<file path="config.mk">
export PLATFORM = sky130hd
export DESIGN_NAME = serprog_top
export DESIGN_NICKNAME = d
export VERILOG_FILES = /design/src/rtl/serprog_pkg.sv /design/src/rtl/serprog_shifter.sv /design/src/rtl/serprog_seq.sv /design/src/rtl/serprog_top.sv
export SDC_FILE = /design/constraint.sdc
export NUM_CORES = 1
export LEC_CHECK = 0
export BUFFER_PORTS_ARGS = -buffer_cell sky130_fd_sc_hd__buf_4
export CAP_MARGIN = 25
export CORE_UTILIZATION = 34
export CTS_CLUSTER_DIAMETER = 100
export DETAILED_ROUTE_END_ITERATION = 10
export HOLD_SLACK_MARGIN = 0.12
export PLACE_DENSITY = 0.55
export SETUP_SLACK_MARGIN = 0.4
export SLEW_MARGIN = 20
export SYNTH_ARGS = -nofsm -noshare
export SYNTH_HDL_FRONTEND = slang
export SYNTH_SLANG_ARGS = --single-unit
</file>
<file path="constraint.sdc">
create_clock -name clk -period 7.8 [get_ports clk]
set_clock_uncertainty 0.05 [all_clocks]
set_input_delay 0.78 -clock clk [delete_from_list [all_inputs] [get_ports clk]]
set_output_delay 0.78 -clock clk [all_outputs]
set_load 0.05 [all_outputs]
</file>
<file path="src/rtl/serprog_pkg.sv">
package serprog_pkg;
  typedef enum logic [1:0] {
    SP_IDLE  = 2'd0,
    SP_SHIFT = 2'd1,
    SP_TAIL  = 2'd2,
    SP_DONE  = 2'd3
  } sp_state_e;
endpackage

</file>
<file path="src/rtl/serprog_shifter.sv">
module serprog_shifter #(
  parameter int WORD_W = 24,
  parameter int LEN_W  = 5
) (
  input  logic              clk,
  input  logic              rst_n,
  input  logic              load,
  input  logic [WORD_W-1:0] word,
  input  logic [LEN_W-1:0]  len,
  input  logic              advance,
  output logic              msb,
  output logic              last
);
  logic [WORD_W-1:0] sr;
  logic [LEN_W-1:0]  left;

  // the word is left-aligned at load, so the bits above the length fall off
  always_ff @(posedge clk) begin
    if (!rst_n) begin
      sr   <= '0;
      left <= '0;
    end else if (load) begin
      sr   <= word << (LEN_W'(WORD_W) - len);
      left <= len;
    end else if (advance) begin
      sr   <= {sr[WORD_W-2:0], 1'b0};
      left <= left - LEN_W'(1);
    end
  end

  assign msb  = sr[WORD_W-1];
  assign last = (left == LEN_W'(1));
endmodule

</file>
<file path="src/rtl/serprog_seq.sv">
module serprog_seq
  import serprog_pkg::*;
(
  input  logic clk,
  input  logic rst_n,
  input  logic req_valid,
  input  logic req_dac,
  input  logic radio_idle,
  input  logic last,
  output logic req_ready,
  output logic load,
  output logic advance,
  output logic shifting,
  output logic ser_clk,
  output logic syn_en_n,
  output logic dac_en_n,
  output logic busy,
  output logic done
);
  sp_state_e state;
  logic      phase;
  logic      tgt;
  logic      active;

  assign req_ready = (state == SP_IDLE) && (req_dac || radio_idle);
  assign load      = req_valid && req_ready;
  assign shifting  = (state == SP_SHIFT);
  assign advance   = shifting && phase && !last;

  always_ff @(posedge clk) begin
    if (!rst_n) begin
      state <= SP_IDLE;
      phase <= 1'b0;
      tgt   <= 1'b0;
    end else begin
      case (state)
        SP_IDLE: if (load) begin
          state <= SP_SHIFT;
          phase <= 1'b0;
          tgt   <= req_dac;
        end
        SP_SHIFT: begin
          phase <= !phase;
          if (phase && last) state <= SP_TAIL;
        end
        SP_TAIL: state <= SP_DONE;
        default: state <= SP_IDLE;
      endcase
    end
  end

  assign active   = shifting || (state == SP_TAIL);
  assign ser_clk  = shifting && phase;
  assign syn_en_n = !(active && !tgt);
  assign dac_en_n = !(active && tgt);
  assign busy     = (state != SP_IDLE);
  assign done     = (state == SP_DONE);
endmodule

</file>
<file path="src/rtl/serprog_top.sv">
module serprog_top #(
  parameter int WORD_W    = 24,
  parameter int SYN_BITS  = 24,
  parameter int DAC_SHORT = 10,
  parameter int DAC_LONG  = 12
) (
  input  logic              clk,
  input  logic              rst_n,
  input  logic              radio_idle,
  input  logic              req_valid,
  output logic              req_ready,
  input  logic              req_dac,
  input  logic              req_long,
  input  logic [WORD_W-1:0] req_word,
  output logic              ser_clk,
  output logic              ser_dat,
  output logic              syn_en_n,
  output logic              dac_en_n,
  output logic              busy,
  output logic              done
);
  localparam int LEN_W = $clog2(WORD_W + 1);

  logic             load, advance, shifting, msb, last;
  logic [LEN_W-1:0] len;

  assign len = req_dac ? (req_long ? LEN_W'(DAC_LONG) : LEN_W'(DAC_SHORT))
                       : LEN_W'(SYN_BITS);

  serprog_seq u_seq (
    .clk(clk), .rst_n(rst_n), .req_valid(req_valid), .req_dac(req_dac),
    .radio_idle(radio_idle), .last(last), .req_ready(req_ready),
    .load(load), .advance(advance), .shifting(shifting), .ser_clk(ser_clk),
    .syn_en_n(syn_en_n), .dac_en_n(dac_en_n), .busy(busy), .done(done)
  );

  serprog_shifter #(.WORD_W(WORD_W), .LEN_W(LEN_W)) u_shift (
    .clk(clk), .rst_n(rst_n), .load(load), .word(req_word), .len(len),
    .advance(advance), .msb(msb), .last(last)
  );

  assign ser_dat = shifting && msb;
endmodule

</file>
**Word level (Yosys, flattened, before mapping)**

Index checks and enable logic that the tools add are counted.
W data, S select, Z words.

- Word-level logic and storage cells: 47
- Output and inout port bits: 7
- Flip-flop bits (word level): 33
- Bits of input ports: 30

- Reductions and logical operators: 22
- Add/subtract/negate cells: 2
- Shift operators: 1
- Eq/ne operators: 6
- Muxes and demuxes: 11

Operators with widths:

| kind | count |
|---|---|
| $mux W24 | 2 |
| $shl A24 B5 Y24 | 1 |
| $mux W5 | 3 |
| $logic_and A1 B1 Y1 | 8 |
| $pmux W2 S3 | 1 |
| $reduce_and A2 Y1 | 3 |
| $reduce_bool A2 Y1 | 3 |
| $eq A5 B1 Y1 const B | 1 |
| $logic_not A1 Y1 | 5 |
| $sub A5 B1 Y5 const B | 1 |
| $sub A5 B5 Y5 const A | 1 |
| $eq A2 B2 Y1 const B | 2 |
| $mux W2 | 2 |
| $mux W3 | 1 |
| $eq A2 B1 Y1 const B | 1 |
| $logic_not A2 Y1 | 1 |
| $logic_or A1 B1 Y1 | 2 |
| $ne A2 B1 Y1 const B | 1 |
| $ne A2 B2 Y1 const B | 1 |
| $pmux W1 S2 | 1 |
| $mux W1 | 1 |

**Depth between registers and ports, before layout**

Gate-level depths: netlist of run 1.

- Depth in word-level cells: 5
- Gate-level depth with buffers: 14
- Gate-level depth less buffers: 8

**Cells and area by module**

Synthesis of run 1 repeated with hierarchy kept, for this count alone.

- Cell total of the unflattened synthesis: 356
- Area total of the unflattened synthesis: 3,072.9 um^2

Modules (own cells, without submodules):

| module | area an instance (um^2) | times used | cells an instance | seq. area each (um^2) |
|---|---|---|---|---|
| serprog_shifter | 2,725.1 | 1 | 314 | 580.6 |
| serprog_seq | 314.1 | 1 | 36 | 80.1 |
| serprog_top | 33.8 | 1 | 6 | 0.0 |

**Worst setup path after synthesis of run 1**

No wires, ideal clock.

- Path kind: input port to flip-flop
- Start point: input port req_long
- End point: register u_shift.sr[16]
- Data arrival time: 2,951 ps
- Buffers on the path: 6
- Cell stages on the path: 14
- Slack: 4,675 ps
- Library setup time: 124 ps
- Data required time: 7,626 ps
- Cells stage by stage: buf_2 -> nor2b_4 -> buf_6 -> inv_6 -> buf_4 -> buf_4 -> ha_1 -> buf_2 -> buf_6 -> mux2_2 -> nor2_1 -> a211oi_1 -> nor4_1 -> o22ai_1

- Cells in the longest elaborated chain, start to end: 5

Ends and longest elaborated chain:

| item | line | RTL |
|---|---|---|
| from (decl) | serprog_top.sv:13 | `input logic req_long,` |
| $mux W3 | serprog_top.sv:27 | `assign len = req_dac ? (req_long ? LEN_W'(DAC_LONG) : LEN_W'(DAC_SHORT))` |
| $mux W5 | serprog_top.sv:27 |  |
| $sub A5 B5 Y5 | serprog_shifter.sv:23 | `sr <= word << (LEN_W'(WORD_W) - len);` |
| $shl A24 B5 Y24 | serprog_shifter.sv:23 |  |
| $mux W24 | serprog_shifter.sv:22 | `end else if (load) begin` |
| to (signal assigned) | serprog_shifter.sv:23 |  |
| to (signal assigned) | serprog_shifter.sv:26 | `sr <= {sr[WORD_W-2:0], 1'b0};` |
| to (decl) | serprog_shifter.sv:14 | `logic [WORD_W-1:0] sr;` |

No other way between the ends.
A chain may end at the register's enable or synchronous reset.

**Worst setup path after layout of run 1**

- Start point: input port req_dac
- End point: register u_shift.sr[21]

- Cells in the longest elaborated chain, start to end: 4
- Elaborated cells on any way between the ends: 8
- Classes of those cells: add/sub: 1; shift: 1; mux: 2; reduce/logical: 4

Ends and longest elaborated chain:

| item | line | RTL |
|---|---|---|
| from (decl) | serprog_top.sv:12 | `input logic req_dac,` |
| $mux W5 / $logic_or A1 B1 Y1 (equally long branches) | serprog_top.sv:27, serprog_seq.sv:25 |  |
| $sub A5 B5 Y5 / $logic_and A1 B1 Y1 (equally long branches) | serprog_shifter.sv:23, serprog_seq.sv:25 |  |
| $shl A24 B5 Y24 / $logic_and A1 B1 Y1 (equally long branches) | serprog_shifter.sv:23, serprog_seq.sv:26 |  |
| $mux W24 / $reduce_bool A2 Y1 (equally long branches) | n/a |  |

Several ways; a longest one is shown, not always the timed one.

==> flow_metrics.tcl, run 1 <==
set metrics [dict create \
    status "finished clean" \
    ys_seq_elements 33 \
    antenna_cells 0 \
    hpwl_um 5550 \
    min_from "u_shift.sr[0]$_SDFFE_PN0P_" \
    drt_wl_total_um 7470 \
    ys.flop_type "dfxtp_1" \
    max_freq_mhz 268 \
    r2r_start "u_seq.state[1]$_SDFFE_PN0P_" \
    pwr_density_cell_mw_per_mm2 236 \
    syn_inst 322 \
    cp-start-kind "primary input" \
    worst-path-buf-inv 2 \
    cp.required_ns 7.95 \
    drv_slew 0 \
    nFillCells 789 \
    path_clk_slew_ns 0.07 \
    post-cts-setup-buffers 0 \
    critPathMaxStageDelay_ns 0.96 \
    drt_iter0_drc 296 \
    hold_viol_final 0 \
    grt_pass1_vias 2361 \
    synth.most_common_cell "nand2_1" \
    holdBufCountCts 0 \
    final_antenna_net_count 0 \
    die-width_um 88.3 \
    grt_max_degree 31 \
    viasPerCell 5.54 \
    clock_path_buffers 2 \
    wire_per_inst_um 16.8 \
    end_kind "register" \
    synth_top_area_cell "dfxtp_1" \
    cts_tree "done" \
    r2r_slack_ns 5.29 \
    syn-num-nets 360 \
    r2r_cells 7 \
    ys_types 53 \
    clkLatencyLatePin_ns 0.30 \
    hp-class "register to register" \
    io_pins 37 \
    min_period_ns 3.73 \
    crit_chain "buf_4, nor2b_4, inv_6, ha_1, mux2i_1, o21ai_0, a21oi_1, o21bai_1, o32ai_1" \
    seq_area_frac_synth_pct 26.1 \
    peakVddDrop_mv 0.0797 \
    worstPathArrival_ns 3.89 \
    drv_cap 0 \
    drive_gt1_share_pct 19.4 \
    finish.utilization_pct 40.3 \
    numPortBuffers 36 \
    min_period_over_period_pct 47.9 \
    setup_viol 0 \
    register_area_um2 661 \
    h-tree-depth 2 \
    yosys-top-cells-area "dfxtp_1 (26%), nand2_1 (8.6%), mux2i_1 (7.5%)" \
    core_mm2 0.00721 \
    grt_pass1_wl_um 12300 \
    area_growth_pct 14.7 \
    yosys-top-cells-count "nand2_1 (58), dfxtp_1 (33), a21oi_1 (27), o21ai_0 (21), mux2i_1 (19)" \
    tightest_slew_ns 0.936 \
    netlist.area_leader.share_pct 26.1 \
    critical_path_class "primary input to register" \
    synth_warnings 0 \
    synth_area_mm2 0.00253 \
    async_reset_ff_share_pct 0 \
    crit_fanout 26 \
    drc 0 \
    rsz0062_at_grt "false" \
    post_cts_resized 0 \
    cts_buffers 5 \
    antenna_found_initial 0 \
    slew_headroom_pct 37.6 \
    first_pass_iters 4 \
    syn_area_per_cell_um2 7.87 \
    holdPathEnd "u_shift.sr[0]$_SDFFE_PN0P_" \
    globalplace.congestion 0.919 \
    reg2reg_to "u_shift.left[4]$_SDFFE_PN0P_" \
    core.rowCount 31 \
    tns_ns 0 \
    multi_input_area_mm2 0.00171 \
    synth_edf_count 0 \
    hold_depth 2 \
    die_area_mm2 0.00780 \
    track_usage_pct 20.9 \
    path_delay_family "compound AO/OA/AOI/OAI gates" \
    p_leak_nw 1.17 \
    critPathSlowestCell "ha_1" \
    start_util_pct 35.1 \
    clock_sinks 33 \
    cts-root-buf "clkbuf_8" \
    nets 382 \
    dr_total_vias 2459 \
    grt_overflow 0 \
    die-height_um 88.3 \
]
## per-layer routing
layer	wire length (um)	GRT usage [%]	vias up
li1	-	-	1213
met1	3530	28.0	1136
met2	3330	32.6	91
met3	356	3.64	19
met4	254	9.97	0
met5	0	0	-
## area by class of cell
class / count / share of cell area (%)
Inverter: 8 / 1.21
Clock buffer: 5 / 2.37
Tap cell: 99 / 4.26
Timing Repair Buffer: 39 / 10.1
Multi-Input combinational cell: 257 / 58.8
Sequential cell: 33 / 22.7
Clock inverter: 3 / 0.603
## registers in the layout, indices dropped and copies added (netlist names)
signal	count
u_seq.phase	1
u_seq.tgt	1
u_seq.state	2
u_shift.sr	24
u_shift.left	5
## power breakdown
part	internal (W)	total (W)	switching, W
logic	0.000119	0.000315	0.000196
clock network	0.0000616	0.000133	0.0000713
registers	0.000210	0.000238	0.0000275
## through the flow
| step | worst slack, ns | power [W] | cells | instance area, um2 | hold WS [ns] |
|---|---|---|---|---|---|
| after floorplan | 4.67 | 0.000466 | 322 | 2530 | 0.395 |
| after global placement | 3.85 | 0.000551 | 436 | 2820 | 0.414 |
| after detailed placement | 3.79 | 0.000553 | 436 | 2820 | 0.424 |
| after CTS | 4.08 | 0.000687 | 444 | 2910 | 0.436 |
| after global routing | 3.74 | 0.000736 | 444 | 2910 | 0.463 |
| final | 4.07 | 0.000686 | 444 | 2910 | 0.429 |
## worst max-delay path by stage
stage / start / endpoint / slack [ns] / depth (start not counted)
2_1_floorplan: req_long / u_shift.sr[16]$_SDFFE_PN0P_ / 4.67 / 14
6_report: req_dac / u_shift.sr[21]$_SDFFE_PN0P_ / 4.07 / 9
5_1_grt: req_dac / u_shift.sr[21]$_SDFFE_PN0P_ / 3.74 / 9
4_1_cts: req_dac / u_shift.sr[21]$_SDFFE_PN0P_ / 4.08 / 9
3_5_place_dp: req_dac / u_shift.sr[21]$_SDFFE_PN0P_ / 3.79 / 9
3_3_place_gp: req_dac / u_shift.sr[21]$_SDFFE_PN0P_ / 3.85 / 9
## placed cells by master, fill, tap and decap left out, types with 2 or more instances in the layout
master	instances
a211oi_1	4
a21boi_0	3
a21oi_1	27
a221oi_1	2
a221oi_2	2
a22oi_1	2
a311oi_1	4
a31oi_1	5
and2_1	6
and3_1	3
buf_4	39
clkbuf_8	5
clkinv_2	2
dfxtp_1	33
ha_1	8
inv_1	7
mux2_2	10
mux2i_1	19
mux4_2	5
nand2_1	58
nand2b_1	4
nand3_1	8
nor2_1	16
nor2b_1	7
nor3_1	5
nor3b_1	3
nor4_1	2
o2111ai_1	2
o21a_1	2
o21ai_0	21
o221ai_1	2
o22ai_1	5
o32ai_1	2
or3_1	2
xor2_1	3
## logic make-up (layout without fill, tap and decap cells)
kind of cell | Yosys count | count (layout) | share of synthesized area (%)
AOI/OAI and AO/OA | 90 | 90 | 22.8
xor gates and xnor gates | 4 | 4 | 1.38
adders and majority gates | 8 | 8 | 3.95
buffers and inverters | 32 | 55 | 6.56
DFF | 33 | 33 | 26.1
muxes | 34 | 34 | 16.4
and+or+nand+nor | 121 | 121 | 22.9
## tightest hold or removal path, cell delays in order (launching register included)
cell	delay [ns]
dfxtp_1	0.31
nand3_1	0.06
a21oi_1	0.06
(Power assumes the default switching activity.)
==> run 2, diff against run 1 <==
Settings changed: PLACE_DENSITY 0.55 to 0.57.
Clock period 7.8 ns to 3.3 ns, I/O delays scaled along.
==> flow_metrics.tcl, run 2 (synthesis results as in run 1) <==
set metrics [dict create \
    p_int_w 0.00103 \
    placed_area_mm2 0.00287 \
    antenna_cells 0 \
    wire_per_inst_um 16.4 \
    p_leak_nw 1.22 \
    p_sw_w 0.000684 \
    core.rowCount 31 \
    min_period_over_period_pct 78.6 \
    cts-root-buf "clkbuf_8" \
    r2r_start "u_seq.state[1]$_SDFFE_PN0P_" \
    hold_viol_final 0 \
    track_usage_pct 20.4 \
    tns_ns 0 \
    grt_max_degree 31 \
    drv_slew 0 \
    holdBufCountCts 0 \
    dr_total_vias 2502 \
    pwr-share-comb_pct 43.8 \
    drive_gt1_share_pct 20.7 \
    worstPathArrival_ns 2.72 \
    finalHoldWorstSlack_ns 0.341 \
    drt_iter0_drc 133 \
    antenna_found_initial 0 \
    tightest_slew_ns 0.929 \
    clock_power_share_pct 23.5 \
    core_mm2 0.00721 \
    post-cts-setup-buffers 0 \
    io_pins 37 \
    clock_path_buffers 2 \
    max_freq_mhz 385 \
    pre_cts_ws_ns 0.430 \
    largest-register "u_shift.sr" \
    seqPwrFrac_pct 32.7 \
    use_met3_pct 2.33 \
    register_area_um2 661 \
    die-width_um 88.3 \
    cp.required_ns 3.42 \
    status "finished clean" \
    instances_no_fill 451 \
    first_pass_iters 5 \
    grt_overflow 0 \
    path_clk_slew_ns 0.07 \
    mostFrequentLayoutCell "nand2_1" \
    slew_headroom_pct 37.9 \
    min_from "rst_n" \
    multi_input_area_mm2 0.00171 \
    grt_use_met2_pct 32.9 \
    nFillCells 769 \
    clock_sinks 33 \
    end_kind "register" \
    start_util_pct 35.1 \
    hpwl_um 5470 \
    peakVddDrop_mv 0.182 \
    grt_pass1_wl_um 12000 \
    h-tree-depth 2 \
    grt_busiest_layer "met2" \
    viasPerCell 5.55 \
    final_antenna_net_count 0 \
    drv_cap 0 \
    crit_start "req_dac" \
    globalplace.congestion 0.900 \
    rsz0062_at_grt "false" \
    drc 0 \
    min_period_ns 2.59 \
    drt_wl_total_um 7400 \
    r2r_slack_ns 0.80 \
    crit_fanout 17 \
    cp-start-kind "primary input" \
    clkLatencyLatePin_ns 0.29 \
    layout_common_cells "nand2_1 (58), buf_4 (46), dfxtp_1 (33)" \
    swShare_pct 39.9 \
    top_regs "u_shift.sr: 24 flops, u_shift.left: 5 flops, u_seq.state: 2 flops" \
    pwr_density_cell_mw_per_mm2 574 \
    cts_buffers 5 \
    numPortBuffers 36 \
    grtUsageMet1_pct 28.3 \
    setup_ws_ns 0.706 \
    nets 389 \
    fin_area_mm2 0.00299 \
    placed_cells 443 \
    critical_path_class "primary input to register" \
    cts_tree "done" \
    die-height_um 88.3 \
    area_growth_pct 17.9 \
    setup_viol 0 \
    die_area_mm2 0.00780 \
    grt_pass1_vias 2316 \
    largest_reg_flops 24 \
    hp-class "primary input to register" \
    post_cts_resized 0 \
]
[run 2: final timing paths]
check / end / cells after the start
worst max-delay path: u_shift.sr[20]$_SDFFE_PN0P_ / 9
worst min-delay path: u_shift.left[2]$_SDFFE_PN0P_ / 3
worst min register to register: u_seq.tgt$_SDFFE_PN0P_ / 2
worst max register to register: u_shift.left[4]$_SDFFE_PN0P_ / 7
[run 2: per-stage QoR]
step / utilization (%) / power, W
floorplan: - / 0.00110
global placement: 39.8 / 0.00131
detailed placement: 39.8 / 0.00131
CTS: 41.4 / 0.00172
global route: 41.4 / 0.00183
finish: 41.4 / 0.00172
[run 2: critical path, cell delays in order]
cell and delay (ns):
buf_4 0.18, nor2b_4 0.22, inv_6 0.04, ha_1 0.67
mux2_2 0.45, a21oi_1 0.37, nand2_1 0.10, a22oi_1 0.24
o32ai_1 0.11
[run 2: final cells by class]
type,count,area share [%]
multi-input cells,257,57.1
flip-flops and latches,33,22.1
repair buffers,46,11.6
well taps,99,4.14
clock buffers,7,2.89
inverters,8,1.17
clock inverters,1,1.00
[run 2: metal layers]
layer  part of all wire [%]  wire (um)
met4                    1.9        139
met3                    4.6        339
met5                      0          0
met2                     47       3450
met1                     47       3470
[run 2: power by group through the flow]
stage	registers, W	logic [W]	clock network (W)
after global routing	0.000574	0.000829	0.000428
after CTS	0.000559	0.000749	0.000408
after floorplan	0.000548	0.000553	0
after global placement	0.000566	0.000744	0
after detailed placement	0.000567	0.000745	0
final	0.000561	0.000752	0.000403
==> run 3, diff against run 2 <==
Settings changed: PLACE_DENSITY 0.57 to 0.55.
Clock period 3.3 ns to 2.6 ns, I/O delays scaled along.
==> flow_metrics.tcl, run 3 (synthesis results as in run 1) <==
set metrics [dict create \
    status "finished clean" \
    grt_pass1_wl_um 11900 \
    rsz0062_at_grt "true" \
    p_sw_w 0.000868 \
    area_growth_pct 20.4 \
    p_int_w 0.00121 \
    drive_gt1_share_pct 23.4 \
    globalplace.congestion 0.906 \
    viasPerCell 5.47 \
    largest-register "u_shift.sr" \
    antenna_found_initial 0 \
    drv_slew 0 \
    crit_fanout 24 \
    pwr-share-comb_pct 47.7 \
    critPathMaxStageDelay_ns 0.47 \
    post-cts-setup-buffers 0 \
    clock_path_buffers 2 \
    largest_reg_flops 24 \
    grt_overflow 0 \
    top_regs "u_shift.sr: 24 flops, u_shift.left: 5 flops, u_seq.state: 2 flops" \
    clkLatencyLatePin_ns 0.28 \
    seqPwrFrac_pct 34.4 \
    wire_per_inst_um 16.7 \
    r2r_start "u_seq.state[1]$_SDFFE_PN0P_" \
    mostFrequentLayoutCell "nand2_1" \
    holdBufCountCts 0 \
    clock_power_share_pct 18.0 \
    hp-class "primary input to register" \
    min_period_over_period_pct 80.6 \
    die-width_um 88.3 \
    r2r_cells 8 \
    clock_sinks 33 \
    max_freq_mhz 477 \
    hold_viol_final 0 \
    reg2reg_to "u_shift.left[4]$_SDFFE_PN0P_" \
    holdPathEnd "u_shift.sr[5]$_SDFFE_PN0P_" \
    worstPathArrival_ns 2.21 \
    post_cts_resized 0 \
    tns_ns 0 \
    dr_total_vias 2462 \
    nets 388 \
    hpwl_um 5630 \
    first_pass_iters 4 \
    cp.required_ns 2.71 \
    cts_tree "done" \
    setup_viol 0 \
    die_area_mm2 0.00780 \
    end_kind "register" \
    start_util_pct 35.1 \
    p_leak_nw 1.24 \
    path_delay_family "compound AO/OA/AOI/OAI gates" \
    critical_path_class "primary input to register" \
    slew_headroom_pct 67.0 \
    grt_max_degree 28 \
    crit_chain "buf_4, nor2b_4, inv_8, ha_4, mux2_2, a21oi_2, nand2_1, a22oi_1, o32ai_1" \
    die-height_um 88.3 \
    numPortBuffers 36 \
    track_usage_pct 20.1 \
    io_pins 37 \
    grt_pass1_vias 2308 \
    path_clk_slew_ns 0.07 \
    min_from "rst_n" \
    cts-root-buf "clkbuf_8" \
    cts_buffers 5 \
    drt_iter0_drc 96 \
    fin_area_mm2 0.00305 \
    nFillCells 782 \
    peakVddDrop_mv 0.195 \
    drc 0 \
    drt_wl_total_um 7490 \
    layout_common_cells "nand2_1 (58), buf_4 (43), dfxtp_1 (33)" \
    min_period_ns 2.09 \
    antenna_cells 0 \
    pwr_density_cell_mw_per_mm2 681 \
    swShare_pct 41.7 \
    drv_cap 0 \
    r2r_slack_ns 0.57 \
    core.rowCount 31 \
    hold_depth 2 \
    worst-path-buf-inv 2 \
    critPathSlowestCell "ha_4" \
    core_mm2 0.00721 \
    cp-start-kind "primary input" \
    final_antenna_net_count 0 \
    tightest_slew_ns 0.488 \
    placed_area_mm2 0.00296 \
    h-tree-depth 2 \
]
==> run 3: cell count changes in the layout (fill, tap and decap cells not counted), moves of 2 or more <==
cell / delta
a21oi_1: -3
a21oi_2: +2
buf_4: -3
clkbuf_1: +2
mux2_2: -2
mux2_4: +2
nor2_1: -2
==> run 3: cell type report <==
cell class	count	area [um2]	share of cell area, %
repair buffers	45	354	11.6
flip-flops and latches	33	661	21.6
inverters	8	37.5	1.23
multi-input cells	257	1800	58.9
clock buffers	8	80.1	2.62
well taps	99	124	4.06
==> run 3: per-stage QoR <==
step / hold WS, ns / setup WS, ns / util (%) / total power, W / instances
6_report: 0.283 / 0.505 / 42.3 / 0.00208 / 450
5_1_grt: 0.293 / 0.364 / 42.3 / 0.00223 / 450
4_1_cts: 0.275 / 0.416 / 42.1 / 0.00209 / 450
3_5_place_dp: 0.411 / 0.204 / 41.0 / 0.00170 / 442
3_3_place_gp: 0.407 / 0.260 / 41.0 / 0.00170 / 442
2_1_floorplan: 0.358 / 0.255 / - / 0.00143 / 322
==> run 3: worst max-delay path by stage <==
stage | startpoint | slack [ns] | depth (start not counted) | to
3_5_place_dp | req_dac | 0.20 | 10 | u_shift.sr[16]$_SDFFE_PN0P_
6_report | req_dac | 0.51 | 9 | u_shift.sr[20]$_SDFFE_PN0P_
2_1_floorplan | req_dac | 0.26 | 12 | u_shift.sr[12]$_SDFFE_PN0P_
3_3_place_gp | req_dac | 0.26 | 10 | u_shift.sr[16]$_SDFFE_PN0P_
4_1_cts | u_shift.left[0]$_SDFFE_PN0P_ | 0.42 | 7 | u_shift.sr[19]$_SDFFE_PN0P_
5_1_grt | req_dac | 0.36 | 9 | u_shift.sr[20]$_SDFFE_PN0P_
==> run 3: power groups by stage <==
stage               Clock (W)  Sequential (W)  Combinational [W]
finish               0.000374        0.000715           0.000991
global placement            0        0.000718           0.000983
detailed placement          0        0.000721           0.000983
global route         0.000410        0.000730            0.00109
CTS                  0.000387        0.000711           0.000990
floorplan                   0        0.000696           0.000737
==> run 3: metal layers <==
| metal | GRT usage [%] | vias to the layer above | share of wire, % |
|---|---|---|---|
| met5 | 0 | - | 0 |
| li1 | - | 1225 | - |
| met4 | 8.21 | 0 | 2.5 |
| met2 | 31.9 | 88 | 44 |
| met3 | 2.80 | 15 | 5.6 |
| met1 | 27.5 | 1134 | 48 |
